$ cat src/rtl/op2_pkg.sv
package op2_pkg;

    typedef enum logic [2:0] {
        SH_LSL = 3'd0,
        SH_LSR = 3'd1,
        SH_ASR = 3'd2,
        SH_ROR = 3'd3,
        SH_RRX = 3'd4
    } shift_kind_e;

    typedef enum logic [1:0] {
        OP_ADD  = 2'd0,
        OP_SUB  = 2'd1,
        OP_MOV  = 2'd2,
        OP_MOV2 = 2'd3
    } alu_kind_e;

    typedef struct packed {
        logic n;
        logic z;
        logic c;
        logic v;
    } cond_flags_t;

endpackage

$ cat src/rtl/op2_shifter.sv
module op2_shifter #(
    parameter int DW = 32,
    localparam int AW = $clog2(DW) + 1,
    localparam int RW = $clog2(DW)
) (
    input  logic [DW-1:0] val_in,
    input  logic [2:0]    kind,
    input  logic [AW-1:0] amt,
    input  logic          cy_in,
    output logic [DW-1:0] val_out,
    output logic          cy_out
);
    import op2_pkg::*;

    localparam int EW = 2 * DW + 1;

    logic [EW-1:0]        lsl_w;
    logic [EW-1:0]        lsr_w;
    logic signed [EW-1:0] asr_w;
    logic [RW-1:0]        rot_n;
    logic [DW-1:0]        ror_v;

    always_comb begin
        // Wide windows keep the last bit shifted out at a fixed position.
        lsl_w = {{(DW+1){1'b0}}, val_in} << amt;
        lsr_w = {val_in, {(DW+1){1'b0}}} >> amt;
        asr_w = $signed({val_in, {(DW+1){1'b0}}}) >>> amt;
        rot_n = amt[RW-1:0];
        ror_v = (val_in >> rot_n) | (val_in << (DW - int'(rot_n)));

        val_out = val_in;
        cy_out  = cy_in;
        if (kind == SH_RRX) begin
            val_out = {cy_in, val_in[DW-1:1]};
            cy_out  = val_in[0];
        end else if (amt != '0) begin
            case (kind)
                SH_LSL: begin
                    val_out = lsl_w[DW-1:0];
                    cy_out  = lsl_w[DW];
                end
                SH_LSR: begin
                    val_out = lsr_w[EW-1:DW+1];
                    cy_out  = lsr_w[DW];
                end
                SH_ASR: begin
                    val_out = asr_w[EW-1:DW+1];
                    cy_out  = asr_w[DW];
                end
                SH_ROR: begin
                    val_out = ror_v;
                    cy_out  = ror_v[DW-1];
                end
                default: begin
                    val_out = val_in;
                    cy_out  = cy_in;
                end
            endcase
        end
    end

endmodule

$ cat src/rtl/op2_operand_sel.sv
module op2_operand_sel #(
    parameter int DW   = 32,
    parameter int IMMW = 16
) (
    input  logic [DW-1:0]   shifted,
    input  logic            shifted_cy,
    input  logic [IMMW-1:0] imm,
    input  logic            use_imm,
    input  logic            cy_in,
    output logic [DW-1:0]   opnd,
    output logic            opnd_cy
);
    logic [DW-1:0] imm_ext;

    generate
        if (IMMW < DW) begin : g_pad
            assign imm_ext = {{(DW-IMMW){1'b0}}, imm};
        end else begin : g_trunc
            assign imm_ext = imm[DW-1:0];
        end
    endgenerate

    always_comb begin
        opnd    = use_imm ? imm_ext : shifted;
        opnd_cy = use_imm ? cy_in  : shifted_cy;
    end

endmodule

$ cat src/rtl/op2_addsub.sv
module op2_addsub #(
    parameter int DW = 32
) (
    input  logic [DW-1:0] a,
    input  logic [DW-1:0] b,
    input  logic          subtract,
    output logic [DW-1:0] sum,
    output logic          cy,
    output logic          ov
);
    logic [DW:0]   ext;
    logic [DW-1:0] b_eff;

    always_comb begin
        b_eff = subtract ? ~b : b;
        ext   = {1'b0, a} + {1'b0, b_eff} + {{DW{1'b0}}, subtract};
        sum   = ext[DW-1:0];
        cy    = ext[DW];
        ov    = (a[DW-1] == b_eff[DW-1]) && (sum[DW-1] != a[DW-1]);
    end

endmodule

$ cat src/rtl/op2_alu_unit.sv
module op2_alu_unit #(
    parameter int DW   = 32,
    parameter int IMMW = 16,
    localparam int AW  = $clog2(DW) + 1
) (
    input  logic            clk,
    input  logic            rst_n,
    input  logic [DW-1:0]   opa,
    input  logic [DW-1:0]   opb,
    input  logic [IMMW-1:0] imm_val,
    input  logic            use_imm,
    input  logic [2:0]      sh_type,
    input  logic [AW-1:0]   sh_amt,
    input  logic [1:0]      alu_op,
    input  logic            set_flags,
    output logic [DW-1:0]   shift_out,
    output logic            shift_cy,
    output logic [DW-1:0]   result,
    output logic            flag_n,
    output logic            flag_z,
    output logic            flag_c,
    output logic            flag_v
);
    import op2_pkg::*;

    cond_flags_t   flags_d, flags_q;
    logic [DW-1:0] sh_val;
    logic          sh_cy;
    logic [DW-1:0] as_sum;
    logic          as_cy, as_ov;
    logic          is_arith;

    op2_shifter #(.DW(DW)) u_shift (
        .val_in (opb),
        .kind   (sh_type),
        .amt    (sh_amt),
        .cy_in  (flags_q.c),
        .val_out(sh_val),
        .cy_out (sh_cy)
    );

    op2_operand_sel #(.DW(DW), .IMMW(IMMW)) u_sel (
        .shifted   (sh_val),
        .shifted_cy(sh_cy),
        .imm       (imm_val),
        .use_imm   (use_imm),
        .cy_in     (flags_q.c),
        .opnd      (shift_out),
        .opnd_cy   (shift_cy)
    );

    op2_addsub #(.DW(DW)) u_addsub (
        .a       (opa),
        .b       (shift_out),
        .subtract(alu_op == OP_SUB),
        .sum     (as_sum),
        .cy      (as_cy),
        .ov      (as_ov)
    );

    always_comb begin
        is_arith = (alu_op == OP_ADD) || (alu_op == OP_SUB);
        result   = is_arith ? as_sum : shift_out;
        flags_d  = flags_q;
        if (set_flags) begin
            flags_d.n = result[DW-1];
            flags_d.z = (result == '0);
            flags_d.c = is_arith ? as_cy : shift_cy;
            flags_d.v = is_arith ? as_ov : flags_q.v;
        end
    end

    always_ff @(posedge clk or negedge rst_n) begin
        if (!rst_n) flags_q <= '0;
        else        flags_q <= flags_d;
    end

    assign flag_n = flags_q.n;
    assign flag_z = flags_q.z;
    assign flag_c = flags_q.c;
    assign flag_v = flags_q.v;

endmodule

$ cat config.mk
export PLATFORM = sky130hd
export DESIGN_NAME = op2_alu_unit
export DESIGN_NICKNAME = d
export VERILOG_FILES = /design/src/rtl/op2_pkg.sv /design/src/rtl/op2_shifter.sv /design/src/rtl/op2_operand_sel.sv /design/src/rtl/op2_addsub.sv /design/src/rtl/op2_alu_unit.sv
export SDC_FILE = /design/constraint.sdc
export NUM_CORES = 1
export LEC_CHECK = 0
export BUFFER_PORTS_ARGS = -buffer_cell sky130_fd_sc_hd__buf_2
export CAP_MARGIN = 20
export CORE_AREA = 2 2 209 211
export CTS_CLUSTER_DIAMETER = 40
export DETAILED_ROUTE_END_ITERATION = 16
export DIE_AREA = 0 0 211 213
export GPL_TIMING_DRIVEN = 0
export PLACE_DENSITY_LB_ADDON = 0.05
export SYNTH_ARGS = -nofsm -noshare
export SYNTH_HDL_FRONTEND = slang
export SYNTH_HIERARCHICAL = 1
export SYNTH_SLANG_ARGS = --single-unit
$ cat constraint.sdc
create_clock -name clk -period 6.8 [get_ports clk]
set_input_delay 0.68 -clock clk [delete_from_list [all_inputs] [get_ports clk]]
set_output_delay 0.68 -clock clk [all_outputs]
set_load 0.03 [all_outputs]
# After elaboration in Yosys (flattened, before gate mapping)
# Cells that the tools add are included.
[classes]
addsub = 3
eq_ne = 7
shifts = 5
mux = 11
bitwise = 2
reduce_logical = 7
[op_table]
columns = ["operator", "count"]
rows = [
  ["$mux W32", 5],
  ["$pmux W32 S4", 1],
  ["$shr A65 B6 Y65", 1],
  ["$sshr A65 B6 Y65", 1],
  ["$add A32 B32 Y33", 1],
  ["$add A33 B1 Y33", 1],
  ["$shl A32 B6 Y33", 1],
  ["$logic_not A32 Y1", 1],
  ["$not A32 Y32", 1],
  ["$or A32 B32 Y32", 1],
  ["$shl A32 B32 Y32", 1],
  ["$shr A32 B5 Y32", 1],
  ["$sub A6 B5 Y7 const A", 1],
  ["$eq A3 B2 Y1 const B", 2],
  ["$reduce_bool A6 Y1", 1],
  ["$mux W1", 4],
  ["$pmux W1 S4", 1],
  ["$eq A3 B1 Y1 const B", 1],
  ["$eq A3 B3 Y1 const B", 1],
  ["$logic_not A3 Y1", 1],
  ["$eq A2 B1 Y1 const B", 1],
  ["$logic_not A2 Y1", 1],
  ["$reduce_and A2 Y1", 1],
  ["$eq A1 B1 Y1", 1],
  ["other kinds (3)", 3],
]
[word_totals]
regBits = 4
in_bits = 95
output_inout_bits = 69
word_cells = 39

# Logic depth before layout (Yosys ltp)
# Gate-level depths: netlist of run 1.
[logic_depth]
depth_word = 13
ltp_mapped = 32
mapped_depth_nobuf = 25

# Hierarchy
# Netlist of run 1, hierarchy kept.
[by_module_without_submodules]
columns = ["module", "instances", "cells_per_inst", "area_per_inst_um2", "seq_area_each_um2"]
rows = [
  ["op2_shifter", 1, 994, 7484.7, 0.0],
  ["op2_addsub", 1, 277, 2003.2, 0.0],
  ["op2_alu_unit", 1, 75, 726.9, 100.1],
  ["op2_operand_sel", 1, 37, 391.6, 0.0],
]

# Worst setup path before layout of run 1
# Ideal clock, no wire load.
[synth_timing]
path_kind = "input port to output port"
startpoint = "input port sh_amt[0]"
endpoint = "output port result[26]"
arrival_time_ns = 6.195
t_required_ns = 6.120
setup_slack_ns = -0.075
cell_stages = 25
n_path_buf = 6
path_cell_list = "buf_4 -> buf_6 -> buf_4 -> inv_1 -> buf_2 -> ha_1 -> or4b_2 -> clkbuf_1 -> o21ai_1 -> buf_2 -> nor2_1 -> a21oi_1 -> o211ai_1 -> mux2_4 -> xor2_1 -> ha_1 -> a21o_1 -> a21o_1 -> a221o_1 -> a22o_1 -> a21oi_2 -> o21bai_2 -> or4b_1 -> nand3_1 -> mux2_2"
[synth_between]
elab_chain_cells = 12
word_cells_on_any_way = 17
cone_classes = "add/sub: 3; shift: 5; mux: 6; bitwise: 2; reduce/logical: 1"
[synth_rtl]
columns = ["element", "line_no", "source"]
rows = [
  ["start, declared", "op2_alu_unit.sv:13", "input logic [AW-1:0] sh_amt,"],
  ["$sub A6 B5 Y7", "op2_shifter.sv:29", "ror_v = (val_in >> rot_n) | (val_in << (DW - int'(rot_n)));"],
  ["$shl A32 B32 Y32", "op2_shifter.sv:29", ""],
  ["$or A32 B32 Y32", "op2_shifter.sv:29", ""],
  ["$pmux W32 S4", "op2_shifter.sv:37", "case (kind)"],
  ["$mux W32 *", "op2_shifter.sv:36", "end else if (amt != '0) begin"],
  ["$mux W32 *", "op2_shifter.sv:33", "if (kind == SH_RRX) begin"],
  ["net sh_val[7]", "op2_alu_unit.sv:27", "logic [DW-1:0] sh_val;"],
  ["$mux W32 *", "op2_operand_sel.sv:24", "opnd = use_imm ? imm_ext : shifted;"],
  ["net shift_out[7]", "op2_alu_unit.sv:16", "output logic [DW-1:0] shift_out,"],
  ["$not A32 Y32", "op2_addsub.sv:15", "b_eff = subtract ? ~b : b;"],
  ["$mux W32 *", "op2_addsub.sv:15", ""],
  ["$add A32 B32 Y33 *", "op2_addsub.sv:16", "ext = {1'b0, a} + {1'b0, b_eff} + {{DW{1'b0}}, subtract};"],
  ["$add A33 B1 Y33 *", "op2_addsub.sv:16", ""],
  ["net as_sum[26]", "op2_alu_unit.sv:29", "logic [DW-1:0] as_sum;"],
  ["$mux W32 *", "op2_alu_unit.sv:63", "result = is_arith ? as_sum : shift_out;"],
  ["end, declared", "op2_alu_unit.sv:18", "output logic [DW-1:0] result,"],
]
# Mark *: on every way through the listed nets, which the timed path passes. The rest lies on a longest branch.

# Worst setup path after layout of run 1
[layout_timing]
startpoint = "input port sh_amt[0]"
endpoint = "register flags_q (netlist bit flag_z)"
[layout_between]
elab_chain_cells = 13
word_cells_on_any_way = 18
cone_classes = "add/sub: 3; shift: 5; mux: 6; bitwise: 2; reduce/logical: 2"
[layout_rtl]
columns = ["element", "line_no", "source"]
rows = [
  ["$sub A6 B5 Y7", "op2_shifter.sv:29", ""],
  ["$shl A32 B32 Y32", "op2_shifter.sv:29", ""],
  ["$or A32 B32 Y32", "op2_shifter.sv:29", ""],
  ["$pmux W32 S4", "op2_shifter.sv:37", ""],
  ["$mux W32 *", "op2_shifter.sv:36", ""],
  ["$mux W32 *", "op2_shifter.sv:33", ""],
  ["net sh_val[19]", "op2_alu_unit.sv:27", ""],
  ["$mux W32 *", "op2_operand_sel.sv:24", ""],
  ["$not A32 Y32", "op2_addsub.sv:15", ""],
  ["$mux W32 *", "op2_addsub.sv:15", ""],
  ["$add A32 B32 Y33 *", "op2_addsub.sv:16", ""],
  ["$add A33 B1 Y33 *", "op2_addsub.sv:16", ""],
  ["net as_sum[24]", "op2_alu_unit.sv:29", ""],
  ["$mux W32 *", "op2_alu_unit.sv:63", ""],
  ["$logic_not A32 Y1 *", "op2_alu_unit.sv:67", "flags_d.z = (result == '0);"],
  ["end signal, assigned", "op2_alu_unit.sv:75", "else flags_q <= flags_d;"],
  ["end, declared", "op2_alu_unit.sv:26", "cond_flags_t flags_d, flags_q;"],
]
# Marked as above.
# A chain may end at the register's enable or synchronous reset.

==> results of run 1 <==
[how the worst max path moves through the flow]
stage | startpoint | end | slack, ns | depth (start not counted)
4_1_cts | sh_amt[5] | result[18] | 0.0003 | 20
3_3_place_gp | sh_amt[1] | flag_z | -2.62 | 30
6_report | sh_amt[0] | flag_z | 0.06 | 27
5_1_grt | opb[24] | flag_z | -0.06 | 24
2_1_floorplan | sh_amt[1] | result[26] | -0.005 | 24
3_5_place_dp | sh_amt[1] | flag_z | -2.47 | 30
[sequential cells by signal, indices dropped and copies added (netlist names)]
register,cells
flag_c,1
flag_n,1
flag_v,1
flag_z,1
[cell usage in the layout, fill, tap and decap left out, drive strengths merged, types with 12 or more instances in the layout]
cell type  count
xor2          46
inv           17
clkbuf        77
a21oi         82
a21o          22
o211ai        25
a31oi         22
o21ai         68
nand2        152
nor2b         30
a211oi        24
mux2i         88
nand2b        15
o22ai         19
ha            32
xnor2         12
nor2         124
buf          325
nand4         15
o221ai        12
nor4          22
nand3         37
mux4          79
mux2          96
and3          14
nor3          22
[area by class of cell]
class | instances | area, um^2 | area share [%]
clock buffers | 3 | 75.1 | 0.524
repair buffers | 265 | 1670 | 11.6
well taps | 546 | 683 | 4.77
diodes | 1 | 2.50 | 0.0175
plain buffers | 134 | 1000 | 7.01
inverters | 22 | 115 | 0.803
multi-input cells | 1217 | 10700 | 74.5
flip-flops and latches | 4 | 100 | 0.698
[per-stage QoR]
step                      hold WS (ns)  instances  cell area [um^2]
after floorplan                  0.384       1383             10600
after global placement           0.484       2089             12100
after detailed placement         0.487       2093             12100
after CTS                        0.259       2144             13500
after global routing             0.258       2191             14300
final                            0.258       2192             14300
[metal layers]
| layer | vias to the layer above | share of wire [%] | wire length, um | global-route usage (%) |
|---|---|---|---|---|
| met5 | - | 0.055 | 43 | 0 |
| met4 | 6 | 5.4 | 4270 | 15.6 |
| met3 | 201 | 9.8 | 7750 | 8.09 |
| met2 | 855 | 41 | 32600 | 49.6 |
| met1 | 7115 | 43 | 34100 | 46.9 |
| li1 | 5878 | - | - | - |
[cells by family after synthesis]
group | after synthesis
and+or+nand+nor | 476
AOI/OAI and AO/OA | 387
muxes | 263
buffers and inverters | 162
xor gates and xnor gates | 58
adders and majority gates | 33
DFF | 4
[timing repair]
action | CTS | global route
buffers inserted | 51 | 51
gates resized for setup | 223 | 198
pin swaps | 39 | 39
endpoints found under the setup margin | 35 | 18
[where the power goes]
group / leakage, nW / internal (mW) / switching (mW)
logic: 5.79 / 0.711 / 1.16
registers: 0.0510 / 0.0284 / 0.00677
clock network: 0.0370 / 0.0749 / 0.0142
==> results.cfg, run 1 <==
[run_status]
result_of_the_run = complete, no violations

[yosys]
post_synth_inst_count = 1383
synth_top_area_cell = mux4_2
synth_adder_area_share_pct = 3.96
synth_edf_count = 0
synthTopCellsByCount = nand2_1 (151), nor2_1 (123), mux2i_1 (88)
fraction_of_synthesized_cell_area_in_xor_and_xnor_cells_pct = 4.86
synth_top_family_by_area = multiplexers
synth_compound_gate_area_share_pct = 25.3
synth-seq-cells = 4
syn_area_um2 = 10600
leading_cell_type_by_number_of_instances_after_synthesis = nand2_1
postSynthNetCount = 1511
synth_cell_types = 92
synth_warnings = 6
synth_area_leaders = mux4_2 (16%), mux2_2 (8.6%), mux2i_1 (8.3%)
synthesis.area_per_instance_um2 = 7.67
synth-seq-area-share_pct = 0.944
synth_simple_gate_area_share_pct = 21.9
commonest_register_cell_after_synthesis = dfrtp_1
synth_top_area_share_pct = 16.1
synth.area.mux_share_pct = 35.9
synthArstFlopShare_pct = 100

[timing]
relSlewSlack_pct = 22.6
timing.clock.skew_ns = 0.00137
worstMarginPinSlew_ns = 1.16
slack_of_the_critical_path_ns = 0.0630
timing.setup.tns_ns = 0
report.final.slew_viol_count = 0
finalSetupViolCount = 0
timing_hold_violations_final = 0
achievable-frequency_mhz = 148
finalWorstPathRequiredPeriod_ns = 6.74
layout_worst_path_cycle_share_pct = 99.1
rsz_0062_raised_after_global_routing = true

[grt]
global_route.usage.total_pct = 33.9
initial_antenna_violation_count = 3
first_global_vias = 13452
grt_start_max_net_pins = 15
overflow = 0
grt_pass1_wl_um = 107000

[die]
placeableCoreArea_um2 = 42700
die_area_um2 = 44900
placement_rows = 76
die_width_um = 211
start_util_pct = 24.8
boundaryPins = 164
die_height_um = 213

[detailed_routing]
drcViolationCount = 0
detailedRoute.firstIterationViolations = 1865
detail_route.first_pass.iterations = 6
vias_per_cell = 6.41
wl_per_cell_um = 35.9
total_number_of_vias = 14055
postRouteWirelength_um = 78800
drtAntennaViolNets = 0

[placement]
finalWeightedCongestion = 1.02
dp_hpwl_um = 62500
detailedPlace.worstSlack_ns = -2.47
buffer_ports.inserted = 160

[clocking]
clkTransAtPathRegs_ns = 0.03
cts_hold_repair.buffers = 0
max-clock-path-buffers = 2
clock_tree.htree_level_count = 1
cts_tree = built
cts_inserted_buffers = 3
cts_root_buf = clkbuf_16
clk-insertion-delay-late_ns = 0.22
cts.sink_count = 4

[worst_setup_path]
critical_path.most_common_cell = buf_12
timing_worst_setup_path_type = primary input to flop
critPathBufInv = 6
reg2reg_to = flag_z
launching_point_of_the_worst_reg2reg_path = flag_c
start_kind = primary input
data_arrival_at_the_endpoint_of_the_critical_path_ns = 6.88
worst_path_dominant_cell_family = compound AO/OA/AOI/OAI gates
cpPeakStageDelay_ns = 0.55
critPathSlowestCell = a311oi_1
r2r.worst_path.cells = 13
setup.worst_path.end_class = flop
rrSetupSlack_ns = 3.17
critPathMaxFanout = 10
required_ns = 6.94

[pwr]
power-per-cell-area_nw_per_um2 = 139
power_leakage_nw = 5.88
max-vdd-ir-drop_uv = 240
report.power.total_mw = 1.99

[job]
max_cap_violations = 0

[layout]
finish.net_count = 1775
area_growth_syn_to_layout_pct = 35.1
layout.filler_cells = 4591
post_route_cells_drive_above_1_share_pct = 43.2
final_core_occ_pct = 33.6

[min_path]
min_path_type = primary input to asynchronous set/reset pin
No activity file was read; power rests on OpenSTA's default activity.
==> inputs of run 2 (changes only) <==
--- a/config.mk
+++ b/config.mk
@@ -5,14 +5,16 @@
 export SDC_FILE = /design/constraint.sdc
 export NUM_CORES = 1
 export LEC_CHECK = 0
+export ABC_AREA = 1
 export BUFFER_PORTS_ARGS = -buffer_cell sky130_fd_sc_hd__buf_2
 export CAP_MARGIN = 20
-export CORE_AREA = 2 2 209 211
+export CORE_AREA = 2 2 206 208
 export CTS_CLUSTER_DIAMETER = 40
 export DETAILED_ROUTE_END_ITERATION = 16
-export DIE_AREA = 0 0 211 213
+export DIE_AREA = 0 0 208 210
 export GPL_TIMING_DRIVEN = 0
 export PLACE_DENSITY_LB_ADDON = 0.05
+export REMOVE_ABC_BUFFERS = 1
 export SYNTH_ARGS = -nofsm -noshare
 export SYNTH_HDL_FRONTEND = slang
 export SYNTH_HIERARCHICAL = 1
==> run 2 against run 1 <==
  * Fmax is 5.1% higher
  * Routed wire length decreased by 25%
  * Setup slack better by 0.33 ns
  * Final area is 20% lower
  * First-iteration DRC count decreased by 30%
  * Die area shrank 2.8%
  * Sequential cell count is the same
  * Critical path type is now primary input to output pin
==> results.cfg, run 2 <==
[pwr]
power_leakage_nw = 6.18
swShare_pct = 66.8
clock_power_share_pct = 6.2
report.power.total_mw = 1.51
p_int_mw = 0.500
combinational_power_share_pct = 91.8
power-per-cell-area_nw_per_um2 = 132
netSwitchingPower_mw = 1.01
max-vdd-ir-drop_uv = 75.4
sequentialPowerShare_pct = 2.0

[timing]
report.final.slew_viol_count = 0
slack_of_the_critical_path_ns = 0.392
timing.clock.skew_ns = 0.00204
hold_ws_ns = 0.259
rsz_0062_raised_after_global_routing = false
finalSetupViolCount = 0
finalWorstPathRequiredPeriod_ns = 6.41
worstMarginPinSlew_ns = 0.934
timing_hold_violations_final = 0
relSlewSlack_pct = 37.5
layout_worst_path_cycle_share_pct = 94.2
achievable-frequency_mhz = 156
timing.setup.tns_ns = 0

[layout]
layout.filler_cells = 5063
area_growth_syn_to_layout_pct = 11.3
final_std_cell_area_no_fill_um2 = 11400
final-seq-area_um2 = 100
n_antenna_cell = 0
post_layout_nonfiller_instances = 2706
multi_input_area_um2 = 8930
mostFrequentLayoutCell = nand2_1
post_route_cells_drive_above_1_share_pct = 13.4
finish.net_count = 2297
layout_common_cells = nand2_1 (803), nand3_1 (442), nor2_1 (164)
final_core_occ_pct = 27.6

[yosys]
synth-seq-area-share_pct = 0.973
post_synth_inst_count = 2101
synth_warnings = 6
synth-seq-cells = 4
syn_area_um2 = 10300
synth_top_area_cell = nand2_1
synth_cell_types = 53
synth_edf_count = 0
commonest_register_cell_after_synthesis = dfrtp_1
synthTopCellsByCount = nand2_1 (806), nand3_1 (442), nor2_1 (165)
synth_top_area_share_pct = 29.4
synthArstFlopShare_pct = 100
synthesis.area_per_instance_um2 = 4.89
synth_area_leaders = nand2_1 (29%), nand3_1 (22%), nor2_1 (6.0%)
leading_cell_type_by_number_of_instances_after_synthesis = nand2_1

[clocking]
cts.sink_count = 4
cts_root_buf = clkbuf_16
cts_hold_repair.buffers = 0
clk-insertion-delay-late_ns = 0.23
max-clock-path-buffers = 2
clock_tree.htree_level_count = 1
cts_inserted_buffers = 3
clkTransAtPathRegs_ns = 0.03
cts_tree = built

[worst_setup_path]
cpPeakStageDelay_ns = 0.58
critPathMaxFanout = 37
critical_path.most_common_cell = nand2_1
worst_path_dominant_cell_family = simple AND/OR/NAND/NOR gates
start_kind = primary input
timing_worst_setup_path_type = primary input to output pin
data_arrival_at_the_endpoint_of_the_critical_path_ns = 5.73
critPathBufInv = 6
rrSetupSlack_ns = 4.33
critPathSlowestCell = inv_2
required_ns = 6.12
setup.worst_path.end_class = output pin

[grt]
initial_antenna_violation_count = 0
overflow = 0
grt_pass1_wl_um = 86500
first_global_vias = 14203
global_route.usage.total_pct = 25.6
grt_start_max_net_pins = 85

[detailed_routing]
drcViolationCount = 0
vias_per_cell = 5.37
drtAntennaViolNets = 0
detail_route.first_pass.iterations = 5
wl_per_cell_um = 21.8
detailedRoute.firstIterationViolations = 1303
postRouteWirelength_um = 59100
total_number_of_vias = 14536

[placement]
dp_hpwl_um = 46000
placed_area_um2 = 11200
finalWeightedCongestion = 0.936
place.detailed.instances = 2700
buffer_ports.inserted = 163
detailedPlace.worstSlack_ns = -1.37

[die]
boundaryPins = 164
die_width_um = 208
start_util_pct = 24.8
placeableCoreArea_um2 = 41500
die_area_um2 = 43700
die_height_um = 210
placement_rows = 75

[run_status]
result_of_the_run = complete, no violations

[min_path]
min_path_type = primary input to asynchronous set/reset pin

[job]
max_cap_violations = 0
run 2: cell types whose count changed after synthesis, moves of 24 or more:
cell	before	now
nand2_1	151	806
mux2_2	81	0
nand2_2	1	53
nor2b_1	30	0
a211oi_1	24	0
clkbuf_1	81	15
mux2i_1	88	0
o21ai_1	2	27
mux4_2	76	0
inv_1	19	124
nor2_1	123	165
nand3_1	37	442
run 2: power groups by stage:
stage	Clock (mW)	Combinational (mW)	Sequential [mW]
after floorplan	0	0.877	0.0362
after global placement	0	1.35	0.0304
after detailed placement	0	1.35	0.0306
after CTS	0.0926	1.36	0.0303
after global routing	0.0944	1.52	0.0304
final	0.0927	1.38	0.0305
run 2: repair_timing:
| action | CTS | global route |
|---|---|---|
| setup buffers | 0 | 2 |
| hold endpoints to repair | 0 | 0 |
| pin swaps | 0 | 1 |
| gates resized for setup | 17 | 17 |
| setup endpoints to repair | 35 | 21 |
| cloned | 0 | 1 |
run 2: logic make-up after synthesis:
family | after synthesis | synth area share, %
compound gates | 238 | 13.2
xor+xnor | 52 | 4.43
fa+ha+maj | 33 | 4.09
buf+inv | 252 | 12.6
flops | 4 | 0.974
simple gates | 1522 | 64.7
run 2: routing by layer:
metal / global-route usage, % / share of wire [%] / wire length [um] / up-vias
met5: 0 / 0 / 0 / -
met4: 9.49 / 4.1 / 2410 / 0
met3: 1.71 / 5.8 / 3440 / 107
met2: 44.2 / 47 / 27700 / 553
met1: 33.6 / 43 / 25500 / 6845
li1: - / - / - / 7031
run 2: layout make-up:
class                   count  share of cell area (%)
well taps                 539                    5.89
inverters                 142                    5.16
multi-input cells        1845                    78.0
clock buffers               3                   0.656
repair buffers            173                    9.44
flip-flops and latches      4                   0.874
run 2: worst register-to-register path: cells and delay by family (launching register included):
kind / cells / cell delay [ns]
xor+xnor: 2 / 0.37
flops: 1 / 0.46
fa+ha+maj: 1 / 0.28
simple gates: 9 / 1.15
compound gates: 1 / 0.10
buf+inv: 1 / 0.05
run 2: path summary, 6_finish.rpt:
path,from,to,depth (start not counted)
worst max-delay path,sh_amt[0],result[22],29
worst min-delay path,rst_n,flag_n,1
worst max register to register,flag_c,flag_z,14
worst min register to register,flag_z,flag_z,2
max in group asynchronous,rst_n,flag_c,1
min in group clk,flag_z,flag_z,2
